<file path="src/rtl/tamper_pkg.sv">
package tamper_pkg;
    localparam int unsigned TG_DATA_W   = 16;
    localparam int unsigned CTL_EN_BIT  = 0;
    localparam int unsigned CTL_LVL_BIT = 1;
    localparam int unsigned STS_CEV_BIT = 0;
    localparam int unsigned STS_CIR_BIT = 1;
    localparam int unsigned STS_IE_BIT  = 2;
    localparam int unsigned STS_EVF_BIT = 8;
    localparam int unsigned STS_IRF_BIT = 9;
    localparam logic        ADDR_CTL    = 1'b0;
    localparam logic        ADDR_STS    = 1'b1;

    typedef struct packed {
        logic en;
        logic lvl;
        logic ie;
        logic evf;
        logic irf;
    } tg_state_t;
endpackage

</file>
<file path="src/rtl/tamper_sync.sv">
module tamper_sync #(
    parameter int unsigned STAGES = 2
) (
    input  logic clk,
    input  logic rst_n,
    input  logic async_in,
    output logic sync_out
);
    logic [STAGES-1:0] chain_d, chain_q;

    always_comb begin
        chain_d[0] = async_in;
        for (int i = 1; i < int'(STAGES); i++) begin
            chain_d[i] = chain_q[i-1];
        end
    end

    always_ff @(posedge clk or negedge rst_n) begin
        if (!rst_n) chain_q <= '0;
        else        chain_q <= chain_d;
    end

    assign sync_out = chain_q[STAGES-1];
endmodule

</file>
<file path="src/rtl/tamper_detect.sv">
module tamper_detect (
    input  logic clk,
    input  logic rst_n,
    input  logic pin_s,
    input  logic en,
    input  logic lvl,
    output logic cond,
    output logic erase
);
    typedef struct packed {
        logic cond;
        logic erase;
    } det_t;

    det_t det_d, det_q;

    always_comb begin
        // active high when lvl=0, active low when lvl=1
        cond        = en & (pin_s ^ lvl);
        det_d.cond  = cond;
        det_d.erase = cond & ~det_q.cond;
    end

    always_ff @(posedge clk or negedge rst_n) begin
        if (!rst_n) det_q <= '0;
        else        det_q <= det_d;
    end

    assign erase = det_q.erase;
endmodule

</file>
<file path="src/rtl/tamper_guard.sv">
module tamper_guard
    import tamper_pkg::*;
#(
    parameter int unsigned DATA_W      = TG_DATA_W,
    parameter int unsigned SYNC_STAGES = 2
) (
    input  logic              clk,
    input  logic              sys_rst_n,
    input  logic              bkp_rst_n,
    input  logic              reg_wr,
    input  logic              reg_addr,
    input  logic [DATA_W-1:0] reg_wdata,
    output logic [DATA_W-1:0] reg_rdata,
    input  logic              tamper_pin,
    output logic              erase_pulse,
    output logic              irq
);
    tg_state_t state_d, state_q;
    logic      pin_s;
    logic      cond;
    logic      ctl_wr, sts_wr, clr_ev, clr_ir;

    tamper_sync #(.STAGES(SYNC_STAGES)) u_sync (
        .clk      (clk),
        .rst_n    (sys_rst_n),
        .async_in (tamper_pin),
        .sync_out (pin_s)
    );

    tamper_detect u_det (
        .clk   (clk),
        .rst_n (sys_rst_n),
        .pin_s (pin_s),
        .en    (state_q.en),
        .lvl   (state_q.lvl),
        .cond  (cond),
        .erase (erase_pulse)
    );

    always_comb begin
        ctl_wr  = reg_wr & (reg_addr == ADDR_CTL);
        sts_wr  = reg_wr & (reg_addr == ADDR_STS);
        clr_ev  = sts_wr & reg_wdata[STS_CEV_BIT];
        clr_ir  = sts_wr & reg_wdata[STS_CIR_BIT];
        state_d = state_q;
        if (ctl_wr) begin
            state_d.en  = reg_wdata[CTL_EN_BIT];
            state_d.lvl = reg_wdata[CTL_LVL_BIT];
        end
        if (!bkp_rst_n) begin
            state_d.en  = 1'b0;
            state_d.lvl = 1'b0;
        end
        if (sts_wr) state_d.ie = reg_wdata[STS_IE_BIT];
        state_d.evf = cond | (state_q.evf & ~clr_ev);
        state_d.irf = state_d.ie & (cond | (state_q.irf & ~clr_ir));
    end

    always_ff @(posedge clk or negedge sys_rst_n) begin
        if (!sys_rst_n) state_q <= '0;
        else            state_q <= state_d;
    end

    always_comb begin
        reg_rdata = '0;
        if (reg_addr == ADDR_CTL) begin
            reg_rdata[CTL_EN_BIT]  = state_q.en;
            reg_rdata[CTL_LVL_BIT] = state_q.lvl;
        end else begin
            reg_rdata[STS_IE_BIT]  = state_q.ie;
            reg_rdata[STS_EVF_BIT] = state_q.evf;
            reg_rdata[STS_IRF_BIT] = state_q.irf;
        end
    end

    assign irq = state_q.irf;
endmodule

</file>
<file path="config.mk">
export PLATFORM = sky130hd
export DESIGN_NAME = tamper_guard
export DESIGN_NICKNAME = d
export VERILOG_FILES = /design/src/rtl/tamper_pkg.sv /design/src/rtl/tamper_sync.sv /design/src/rtl/tamper_detect.sv /design/src/rtl/tamper_guard.sv
export SDC_FILE = /design/constraint.sdc
export NUM_CORES = 1
export LEC_CHECK = 0
export BUFFER_PORTS_ARGS = -buffer_cell sky130_fd_sc_hd__buf_2
export CAP_MARGIN = 20
export CORE_MARGIN = 2
export CORE_UTILIZATION = 30
export CTS_BUF_LIST = sky130_fd_sc_hd__clkbuf_16
export CTS_CLUSTER_DIAMETER = 200
export DETAILED_ROUTE_END_ITERATION = 10
export GPL_ROUTABILITY_DRIVEN = 0
export GPL_TIMING_DRIVEN = 0
export PLACE_DENSITY = 0.74
export SLEW_MARGIN = 20
export SYNTH_ARGS = -nofsm -noshare
export SYNTH_HDL_FRONTEND = slang
export SYNTH_SLANG_ARGS = --single-unit
</file>
<file path="constraint.sdc">
create_clock -name clk -period 1 [get_ports clk]
set_clock_uncertainty 0.1 [all_clocks]
set_input_delay 0.15 -clock clk [delete_from_list [all_inputs] [get_ports clk]]
set_output_delay 0.15 -clock clk [all_outputs]
set_load 0.01 [all_outputs]
</file>
==> results of run 1 <==
[cell usage in the layout (no fill, tap or decap)]
cell	count
buf_4	15
buf_2	13
conb_1	11
dfrtp_1	9
nand2_1	4
nor2b_1	4
clkbuf_16	3
inv_1	2
nand3_1	2
and2_1	2
mux2i_1	2
dlygate4sd3_1	2
buf_6	2
xor2_2	1
nand2_2	1
mux2_4	1
a21boi_1	1
nor2_1	1
and2_4	1
and2b_1	1
[cell type report]
type	count	area, µm²
clock inverter	1	3.754
tap	15	18.77
sequential	9	225.2
timing repair buffer	21	137.6
buffer	11	82.58
clock buffer	3	75.07
inverter	1	3.754
multi-input combinational	32	188.9
fill	134	614.3
[power by group through the flow]
| stage | Combinational, mW | Clock (mW) | Sequential, mW |
|---|---|---|---|
| after floorplan | 0.102 | 0 | 0.408 |
| after CTS | 0.170 | 0.695 | 0.403 |
| after detailed placement | 0.151 | 0 | 0.409 |
| after global placement | 0.150 | 0 | 0.409 |
| final | 0.191 | 0.671 | 0.404 |
| after global routing | 0.212 | 0.712 | 0.407 |
[cells by family after synthesis]
kind of cell	Yosys count
multiplexers	3
other	1
buffers and inverters	12
XOR/XNOR	1
AND/OR/NAND/NOR	16
AO/OA/AOI/OAI	1
flip-flops	9
[metal layers]
metal | vias up | GRT usage
met5 | - | 0
li1 | 182 | -
met3 | 2 | 0.04681
met1 | 156 | 0.1114
met4 | 0 | 0.07500
met2 | 22 | 0.1424
[per-stage QoR]
stage          worst slack, ns  utilization  hold WS, ns  setup TNS, ns  area [µm²]
3_3_place_gp          -0.03834       0.4310     -0.09721       -0.06949       581.8
5_1_grt                -0.1578       0.5449      0.08291         -1.128       735.7
2_1_floorplan          0.06117            -      -0.2456              0       488.0
4_1_cts                -0.1249       0.5255      0.05552        -0.8644       709.4
3_5_place_dp          -0.04191       0.4310     -0.09617        -0.1148       581.8
6_report               -0.1147       0.5449      0.05499        -0.6956       735.7
[sequential cells by signal (all words and copies together), names as in the netlist]
| register | flops |
|---|---|
| state_q | 4 |
| u_sync.chain_q | 2 |
| irq | 1 |
| u_det.det_q | 1 |
| u_det.erase | 1 |
[worst max-delay path, cell delays in order (launching register included)]
cell and delay [ns]:
dfrtp_1 0.36, and2b_1 0.15, buf_2 0.13
[cells in the mapped netlist]
library cell / instances / area (µm²)
buf_4: 11 / 82.58
dfrtp_1: 9 / 225.2
nand2_1: 5 / 18.77
nor2b_1: 4 / 25.02
and2_1: 3 / 18.77
mux2i_1: 2 / 20.02
nand3_1: 2 / 10.01
a21boi_1: 1 / 7.510
and2b_1: 1 / 7.510
conb_1: 1 / 3.750
inv_1: 1 / 3.750
mux2_4: 1 / 15.01
nor2_1: 1 / 3.750
xor2_1: 1 / 8.760
[timing repair]
| item | in CTS | in global routing |
|---|---|---|
| setup endpoints to repair | 6 | 10 |
| gates resized for setup | 1 | 4 |
| pin swaps | 4 | 2 |
| buffers inserted | 3 | 1 |
| hold buffers | 2 | 0 |
| hold endpoints to repair | 10 | 0 |
[final timing paths]
kind / start / to / slack, ns / cells past startpoint
min in group asynchronous: sys_rst_n / u_det.erase$_DFF_PN0_ / 0.19 / 2
worst max-delay path: state_q[3]$_DFFE_PN0P_ / reg_rdata[1] / -0.11 / 2
worst max register to register: state_q[2]$_DFF_PN0_ / irq$_DFF_PN0_ / -0.09 / 3
max in group asynchronous: sys_rst_n / state_q[4]$_DFFE_PN0P_ / 0.43 / 2
worst min-delay path: bkp_rst_n / state_q[3]$_DFFE_PN0P_ / 0.05 / 2
worst min register to register: u_sync.chain_q[0]$_DFF_PN0_ / u_sync.chain_q[1]$_DFF_PN0_ / 0.24 / 0
==> results.json, run 1 <==
{
  "status": "finished with violations",
  "violations": "negative setup slack",
  "grtUsageTotal": 0.09894,
  "drive_gt1_frac": 0.4744,
  "cp-start-kind": "register",
  "synth_compound_area_frac": 0.01667,
  "fin_total_pwr_mw": 1.265,
  "area_growth_pct": 63.33,
  "clockBufferDepth": 2,
  "cellPowerDensity_nw_per_um2": 1720,
  "p_switching_mw": 0.2437,
  "drt_iter0_markers": 0,
  "leakagePower_nw": 0.4305,
  "synth_top_family_by_area": "buffers and inverters",
  "worstSkewPairLatency_ns": 0.23,
  "wl_met1_um": 268,
  "route.detailed.drc": 0,
  "numCtsBuffers": 3,
  "yosys.area_share.simple": 0.1861,
  "cap_viol_max_count": 0,
  "yosysUniqueCellTypes": 14,
  "ys_seq_area_frac": 0.5000,
  "placed_cells": 83,
  "worstPathMaxFanout": 2,
  "vias_per_cell": 3.892,
  "portBuffers": 15,
  "ioPinCount": 40,
  "netlist_area_um2": 450.4,
  "clk_pin_slew_worst_paths_ns": 0.04,
  "cts_root_buf": "clkbuf_16",
  "synthAdderAreaFrac": 0,
  "max_freq_mhz": 897.1,
  "grt_pass1_vias": 313,
  "core-area_um2": 1350,
  "synthCells": 43,
  "rsz0062_at_grt": "true",
  "grt_pass1_wl_um": 1283,
  "syn_area_per_cell_um2": 10.48,
  "num_vias": 362,
  "fin_crit_sh": 1.115,
  "hold_class": "input port to register",
  "cts_tree": "done",
  "wire_per_inst_um": 8.118,
  "yosys_warnings": 0,
  "num_rows": 13,
  "synth_xor_area_frac": 0.01944,
  "critPathArrivalTime_ns": 0.86,
  "critical_path_class": "register to output pin",
  "die-area_um2": 1828,
  "crit_path_end_kind": "output pin",
  "ir_drop_mv": 1.077,
  "seq_power_share": 0.319,
  "synth-seq-cells": 9,
  "comb_power_share": 0.151,
  "power_switching_share": 0.1926,
  "power_frac_clock": 0.530,
  "synth.mux.area_fraction": 0.07778,
  "start_util": 0.3336,
  "worstPathRequired_ns": 0.75,
  "setup_viol": 8,
  "antenna_found_initial": 0,
  "p_int_mw": 1.022,
  "die_w_um": 42.75,
  "place_hpwl_um": 598.1,
  "hold_violations": 0,
  "fin_cells": 93,
  "htree_levels": 1,
  "nets": 101,
  "drt_first_pass_iters": 1,
  "highest_layer": "met4",
  "wl_met2_um": 361,
  "drtAntennaViolNets": 0,
  "die_h_um": 42.75,
  "wl_met3_um": 109,
  "cts_sinks": 9,
  "grt-ovfl-total": 0,
  "setup_slack_ns": -0.1147,
  "num_antenna_cells": 0,
  "drt_wl_total_um": 755,
  "grt_max_degree": 10,
  "maxSlewViolCount": 0,
  "layout_min_cycle_time_ns": 1.115
}
(Power assumes the default switching activity.)
==> run 2: changes to the inputs <==
--- a/config.mk
+++ b/config.mk
@@ -5,6 +5,7 @@
 export SDC_FILE = /design/constraint.sdc
 export NUM_CORES = 1
 export LEC_CHECK = 0
+export ABC_AREA = 1
 export BUFFER_PORTS_ARGS = -buffer_cell sky130_fd_sc_hd__buf_2
 export CAP_MARGIN = 20
 export CORE_MARGIN = 2
@@ -14,7 +15,8 @@
 export DETAILED_ROUTE_END_ITERATION = 10
 export GPL_ROUTABILITY_DRIVEN = 0
 export GPL_TIMING_DRIVEN = 0
-export PLACE_DENSITY = 0.74
+export HOLD_SLACK_MARGIN = 0.12
+export PLACE_DENSITY = 0.73
 export SLEW_MARGIN = 20
 export SYNTH_ARGS = -nofsm -noshare
 export SYNTH_HDL_FRONTEND = slang
==> run 2 against run 1 <==
The flow still finishes with violations (negative setup slack). Clock power about the same. Critical path type unchanged. Sequential share of layout area down 1.8 points. Cell count up 15%. Global-route usage is 0.21 points higher.
==> results.json, run 2 <==
{
  "status": "finished with violations",
  "violations": "negative setup slack",
  "synth-seq-cells": 9,
  "drive_gt1_frac": 0.4835,
  "ctsHoldBuffers": 3,
  "layout_min_cycle_time_ns": 1.089,
  "wire_per_inst_um": 8.168,
  "cp-start-kind": "register",
  "portBuffers": 14,
  "die_h_um": 43.76,
  "cellPowerDensity_nw_per_um2": 1653,
  "placed_cells": 96,
  "drt_wl_total_um": 874,
  "synth_top_cells_by_count": "11 x buf_4, 11 x nand2_1, 9 x dfrtp_1, 9 x inv_1",
  "num_antenna_cells": 0,
  "drtAntennaViolNets": 0,
  "num_rows": 14,
  "largestRegisters": "state_q x4, u_sync.chain_q x2",
  "grtUsageTotal": 0.1010,
  "grt_max_degree": 10,
  "area_growth_pct": 64.91,
  "hold_slack_ns": 0.04689,
  "nets": 114,
  "critical_path_class": "register to output pin",
  "grt_pass1_vias": 371,
  "ys_async_sr_fraction": 1.000,
  "ys_seq_area_frac": 0.4749,
  "route.detailed.drc": 0,
  "drt_iter0_markers": 0,
  "syn_area_per_cell_um2": 8.468,
  "grt_pass1_wl_um": 1428,
  "netlist_area_um2": 474.2,
  "synth_edf_count": 0,
  "critPathArrivalTime_ns": 0.84,
  "fin_area_um2": 782.0,
  "setup_slack_ns": -0.08895,
  "yosys-top-cells-area": "dfrtp_1 47%, buf_4 17%, nand2_1 8.7%",
  "final_cell_mix": "16 x buf_4, 12 x buf_2, 11 x conb_1, 9 x dfrtp_1",
  "register_area_um2": 225.2,
  "numCtsBuffers": 3,
  "synthCells": 56,
  "die-area_um2": 1915,
  "largest_register_ffs": 4,
  "max_freq_mhz": 918.3,
  "yosys_warnings": 0,
  "clk_pin_slew_worst_paths_ns": 0.04,
  "yosysUniqueCellTypes": 14,
  "synth_top_cell_area_share": 0.4749,
  "antenna_found_initial": 0,
  "worstPathRequired_ns": 0.75,
  "clockBufferDepth": 2,
  "place_ws_ns": 0.05485,
  "drt_first_pass_iters": 1,
  "cap_viol_max_count": 0,
  "worstSkewPairLatency_ns": 0.23,
  "grt-ovfl-total": 0,
  "crit_path_end_kind": "output pin",
  "hold_violations": 0,
  "fin_total_pwr_mw": 1.293,
  "worstPathMaxFanout": 2,
  "rsz0062_at_grt": "true",
  "layout_commonest_cell": "buf_4",
  "num_vias": 407,
  "place_hpwl_um": 677.8,
  "htree_levels": 1,
  "dpl_cell_area_um2": 601.8,
  "fin_crit_sh": 1.089,
  "die_w_um": 43.76,
  "synthFlopType": "dfrtp_1",
  "fillers": 149,
  "hold_class": "input port to register",
  "cts_sinks": 9,
  "leakagePower_nw": 0.4708,
  "maxSlewViolCount": 0,
  "start_util": 0.3185,
  "cts_root_buf": "clkbuf_16",
  "setup_viol": 6,
  "ir_drop_mv": 1.568,
  "ioPinCount": 40,
  "vias_per_cell": 3.804,
  "top_register": "state_q",
  "multi_input_area_um2": 187.7,
  "core-area_um2": 1489,
  "fin_cells": 107,
  "cts_tree": "done",
  "yosysTopAreaCell": "dfrtp_1"
}
==> run 2: kinds of logic (layout without fill, tap and decap cells) <==
kind of cell           after synthesis  after routing  share of synthesized area
other                                1             11                   0.007908
DFF                                  9              9                     0.4749
buffers and inverters               22             47                     0.2770
and+or+nand+nor                     20             20                     0.1821
AOI/OAI and AO/OA                    4              4                    0.05806
==> run 2: cell type report <==
type	count	area share
plain buffers	12	0.1200
repair buffers	21	0.1776
inverters	10	0.04800
clock buffers	3	0.09600
multi-input cells	35	0.2400
clock inverters	1	0.004800
flip-flops and latches	9	0.2880
well taps	16	0.02560
==> run 2: path summary, 6_finish.rpt <==
kind                                              from                     endpoint  slack [ns]  cells after the start
max                             state_q[4]$_DFFE_PN0P_                 reg_rdata[0]       -0.09                      3
min                                       reg_wdata[2]         state_q[2]$_DFF_PN0_        0.05                      3
max reg2reg                     state_q[3]$_DFFE_PN0P_                irq$_DFF_PN0_        0.02                      5
min reg2reg                u_sync.chain_q[0]$_DFF_PN0_  u_sync.chain_q[1]$_DFF_PN0_        0.24                      0
max in group asynchronous                    sys_rst_n       state_q[4]$_DFFE_PN0P_        0.43                      2
min in group asynchronous                    sys_rst_n     u_det.det_q[1]$_DFF_PN0_        0.20                      2
==> run 2: critical path, cell delays in order, from the launching register on <==
cell	delay, ns
dfrtp_1	0.37
inv_1	0.07
nor2_1	0.04
buf_2	0.13
==> run 2: repair_timing <==
action,in CTS,in global routing
gates resized for setup,1,10
setup buffers,2,3
endpoints found under the hold margin,13,1
setup endpoints to repair,6,11
pin swaps,2,4
==> run 2: metrics by stage <==
step / utilization / TNS (ns)
5_1_grt: 0.5252 / -0.6787
2_1_floorplan: - / 0
3_3_place_gp: 0.4042 / 0
3_5_place_dp: 0.4042 / 0
6_report: 0.5252 / -0.4060
4_1_cts: 0.4874 / -0.4547
==> run 2: per-layer routing <==
metal,vias up,GRT usage,wire length [µm]
li1,216,-,-
met1,178,0.1111,311
met2,13,0.1735,497
met3,0,0.02917,65
met4,0,0.05455,0
met5,-,0,0
==> run 2: power by group <==
group	total [mW]	internal, mW	switching (mW)
registers	0.408	0.393	0.0153
clock network	0.673	0.520	0.153
logic	0.211	0.107	0.104
==> run 3: changes to the inputs <==
--- a/config.mk
+++ b/config.mk
@@ -8,7 +8,7 @@
 export ABC_AREA = 1
 export BUFFER_PORTS_ARGS = -buffer_cell sky130_fd_sc_hd__buf_2
 export CAP_MARGIN = 20
-export CORE_MARGIN = 2
+export CORE_MARGIN = 5
 export CORE_UTILIZATION = 30
 export CTS_BUF_LIST = sky130_fd_sc_hd__clkbuf_16
 export CTS_CLUSTER_DIAMETER = 200
@@ -16,6 +16,7 @@
 export GPL_ROUTABILITY_DRIVEN = 0
 export GPL_TIMING_DRIVEN = 0
 export HOLD_SLACK_MARGIN = 0.12
+export MAX_ROUTING_LAYER = met4
 export PLACE_DENSITY = 0.73
 export SLEW_MARGIN = 20
 export SYNTH_ARGS = -nofsm -noshare
==> run 3 against run 2 <==
The flow still finishes with violations (negative setup slack). Via count shrank 1.7%. Combinational power decreased by 8%. Cell count down 0.93%. First-iteration DRC count increased by 2. Cell area decreased by 4.2%. Critical path type unchanged. Largest power group unchanged.
==> results.json, run 3 (synthesis results as in run 2) <==
{
  "antenna_found_initial": 0,
  "cts_tree": "done",
  "portBuffers": 14,
  "largest_register_ffs": 4,
  "multi_input_area_um2": 157.7,
  "leakagePower_nw": 0.4578,
  "num_vias": 400,
  "cp-start-kind": "register",
  "critPathArrivalTime_ns": 0.85,
  "grt_pass1_wl_um": 1628,
  "worstPathRequired_ns": 0.75,
  "grtUsageTotal": 0.08715,
  "power_frac_clock": 0.528,
  "worstSkewPairLatency_ns": 0.23,
  "drt_wl_total_um": 950,
  "setup_slack_ns": -0.09911,
  "die_w_um": 49.76,
  "critical_path_class": "register to output pin",
  "ir_drop_mv": 1.014,
  "largestRegisters": "state_q x4, u_sync.chain_q x2",
  "max_freq_mhz": 909.8,
  "wire_per_inst_um": 8.962,
  "die-area_um2": 2476,
  "register_area_um2": 225.2,
  "comb_power_share": 0.153,
  "htree_levels": 1,
  "cts_root_buf": "clkbuf_16",
  "setup_viol": 6,
  "ioPinCount": 40,
  "fin_cells": 106,
  "violations": "negative setup slack",
  "p_int_mw": 1.009,
  "fin_util": 0.4975,
  "place_hpwl_um": 757.1,
  "grt_pass1_vias": 382,
  "num_antenna_cells": 0,
  "grt_max_degree": 10,
  "hold_violations": 0,
  "drt_iter0_markers": 2,
  "numCtsBuffers": 3,
  "fillers": 145,
  "rsz0062_at_grt": "true",
  "hold_class": "input port to register",
  "worstPathMaxFanout": 2,
  "layout_commonest_cell": "buf_4",
  "maxSlewViolCount": 0,
  "layout_min_cycle_time_ns": 1.099,
  "start_util": 0.3148,
  "core-area_um2": 1506,
  "drive_gt1_frac": 0.4000,
  "power_switching_share": 0.2076,
  "crit_path_end_kind": "output pin",
  "status": "finished with violations",
  "grt-ovfl-total": 0,
  "vias_per_cell": 3.774,
  "die_h_um": 49.76,
  "clockBufferDepth": 2,
  "num_rows": 14,
  "clk_pin_slew_worst_paths_ns": 0.04,
  "p_switching_mw": 0.2643,
  "final_cell_mix": "13 x buf_4, 12 x buf_2, 11 x conb_1, 10 x nand2_1",
  "nets": 113,
  "area_growth_pct": 58.05,
  "top_register": "state_q",
  "cellPowerDensity_nw_per_um2": 1699,
  "route.detailed.drc": 0,
  "seq_power_share": 0.319,
  "ctsHoldBuffers": 5,
  "cap_viol_max_count": 0,
  "fin_crit_sh": 1.099,
  "placed_cells": 96,
  "cts_sinks": 9,
  "drt_first_pass_iters": 2,
  "drtAntennaViolNets": 0
}
[run 3: cell types whose count changed in the layout (fill, tap and decap cells not counted)]
cell,previous run,this run
buf_4,16,13
dlygate4sd3_1,3,5
inv_1,8,9
inv_2,3,2
nand2_1,8,10
nand2_4,2,0
nand3_1,2,3
nand3_4,1,0
nor2_1,2,3
nor2_2,1,0
[run 3: critical path: stages, from the launching register on]
cell and delay (ns):
dfrtp_1 0.37, nand2_1 0.08, inv_1 0.04, buf_2 0.13
[run 3: cell type report]
type | instances | area share
timing repair buffer | 20 | 0.1820
multi-input combinational | 35 | 0.2104
clock inverter | 1 | 0.005008
clock buffer | 3 | 0.1002
inverter | 10 | 0.05008
sequential | 9 | 0.3005
buffer | 12 | 0.1252
tap | 16 | 0.02671
[run 3: metal layers]
layer	GRT usage	up-vias	share of wire
li1	-	214	-
met1	0.1039	169	0.39
met2	0.1123	17	0.49
met3	0.03916	0	0.12
met4	0.06550	0	0
met5	-	-	0
[run 3: power groups by stage]
stage | registers, mW | clock network, mW | logic (mW)
6_report | 0.406 | 0.672 | 0.194
5_1_grt | 0.409 | 0.707 | 0.220
4_1_cts | 0.406 | 0.694 | 0.188
3_5_place_dp | 0.410 | 0 | 0.168
3_3_place_gp | 0.409 | 0 | 0.163
2_1_floorplan | 0.410 | 0 | 0.113
[run 3: per-stage QoR]
stage	hold WS (ns)	setup slack [ns]	power, mW	setup TNS [ns]	area, µm²
global route	0.06583	-0.1326	1.336	-0.6225	749.5
finish	0.05277	-0.09911	1.273	-0.4336	749.5
global placement	-0.09900	0.06973	0.5720	0	601.8
CTS	0.05242	-0.1037	1.288	-0.4538	738.2
detailed placement	-0.09344	0.03989	0.5784	0	601.8
floorplan	-0.2456	0.1262	0.5232	0	511.7
[run 3: repair_timing]
| item | in CTS | in global routing |
|---|---|---|
| setup buffers | 1 | 1 |
| pin swaps | 0 | 5 |
| endpoints found under the setup margin | 6 | 8 |
| hold endpoints to repair | 14 | 1 |
| gates resized for setup | 1 | 2 |
[run 3: worst paths after layout]
kind	from	end	slack (ns)	depth (start not counted)
worst max-delay path	state_q[1]$_DFF_PN0_	reg_rdata[8]	-0.1	3
worst min-delay path	reg_wdata[2]	state_q[2]$_DFF_PN0_	0.05	3
worst max register to register	irq$_DFF_PN0_	irq$_DFF_PN0_	0.03	4
worst min register to register	u_sync.chain_q[0]$_DFF_PN0_	u_sync.chain_q[1]$_DFF_PN0_	0.25	0
max in group asynchronous	sys_rst_n	state_q[1]$_DFF_PN0_	0.43	2
min in group asynchronous	sys_rst_n	state_q[4]$_DFFE_PN0P_	0.19	2
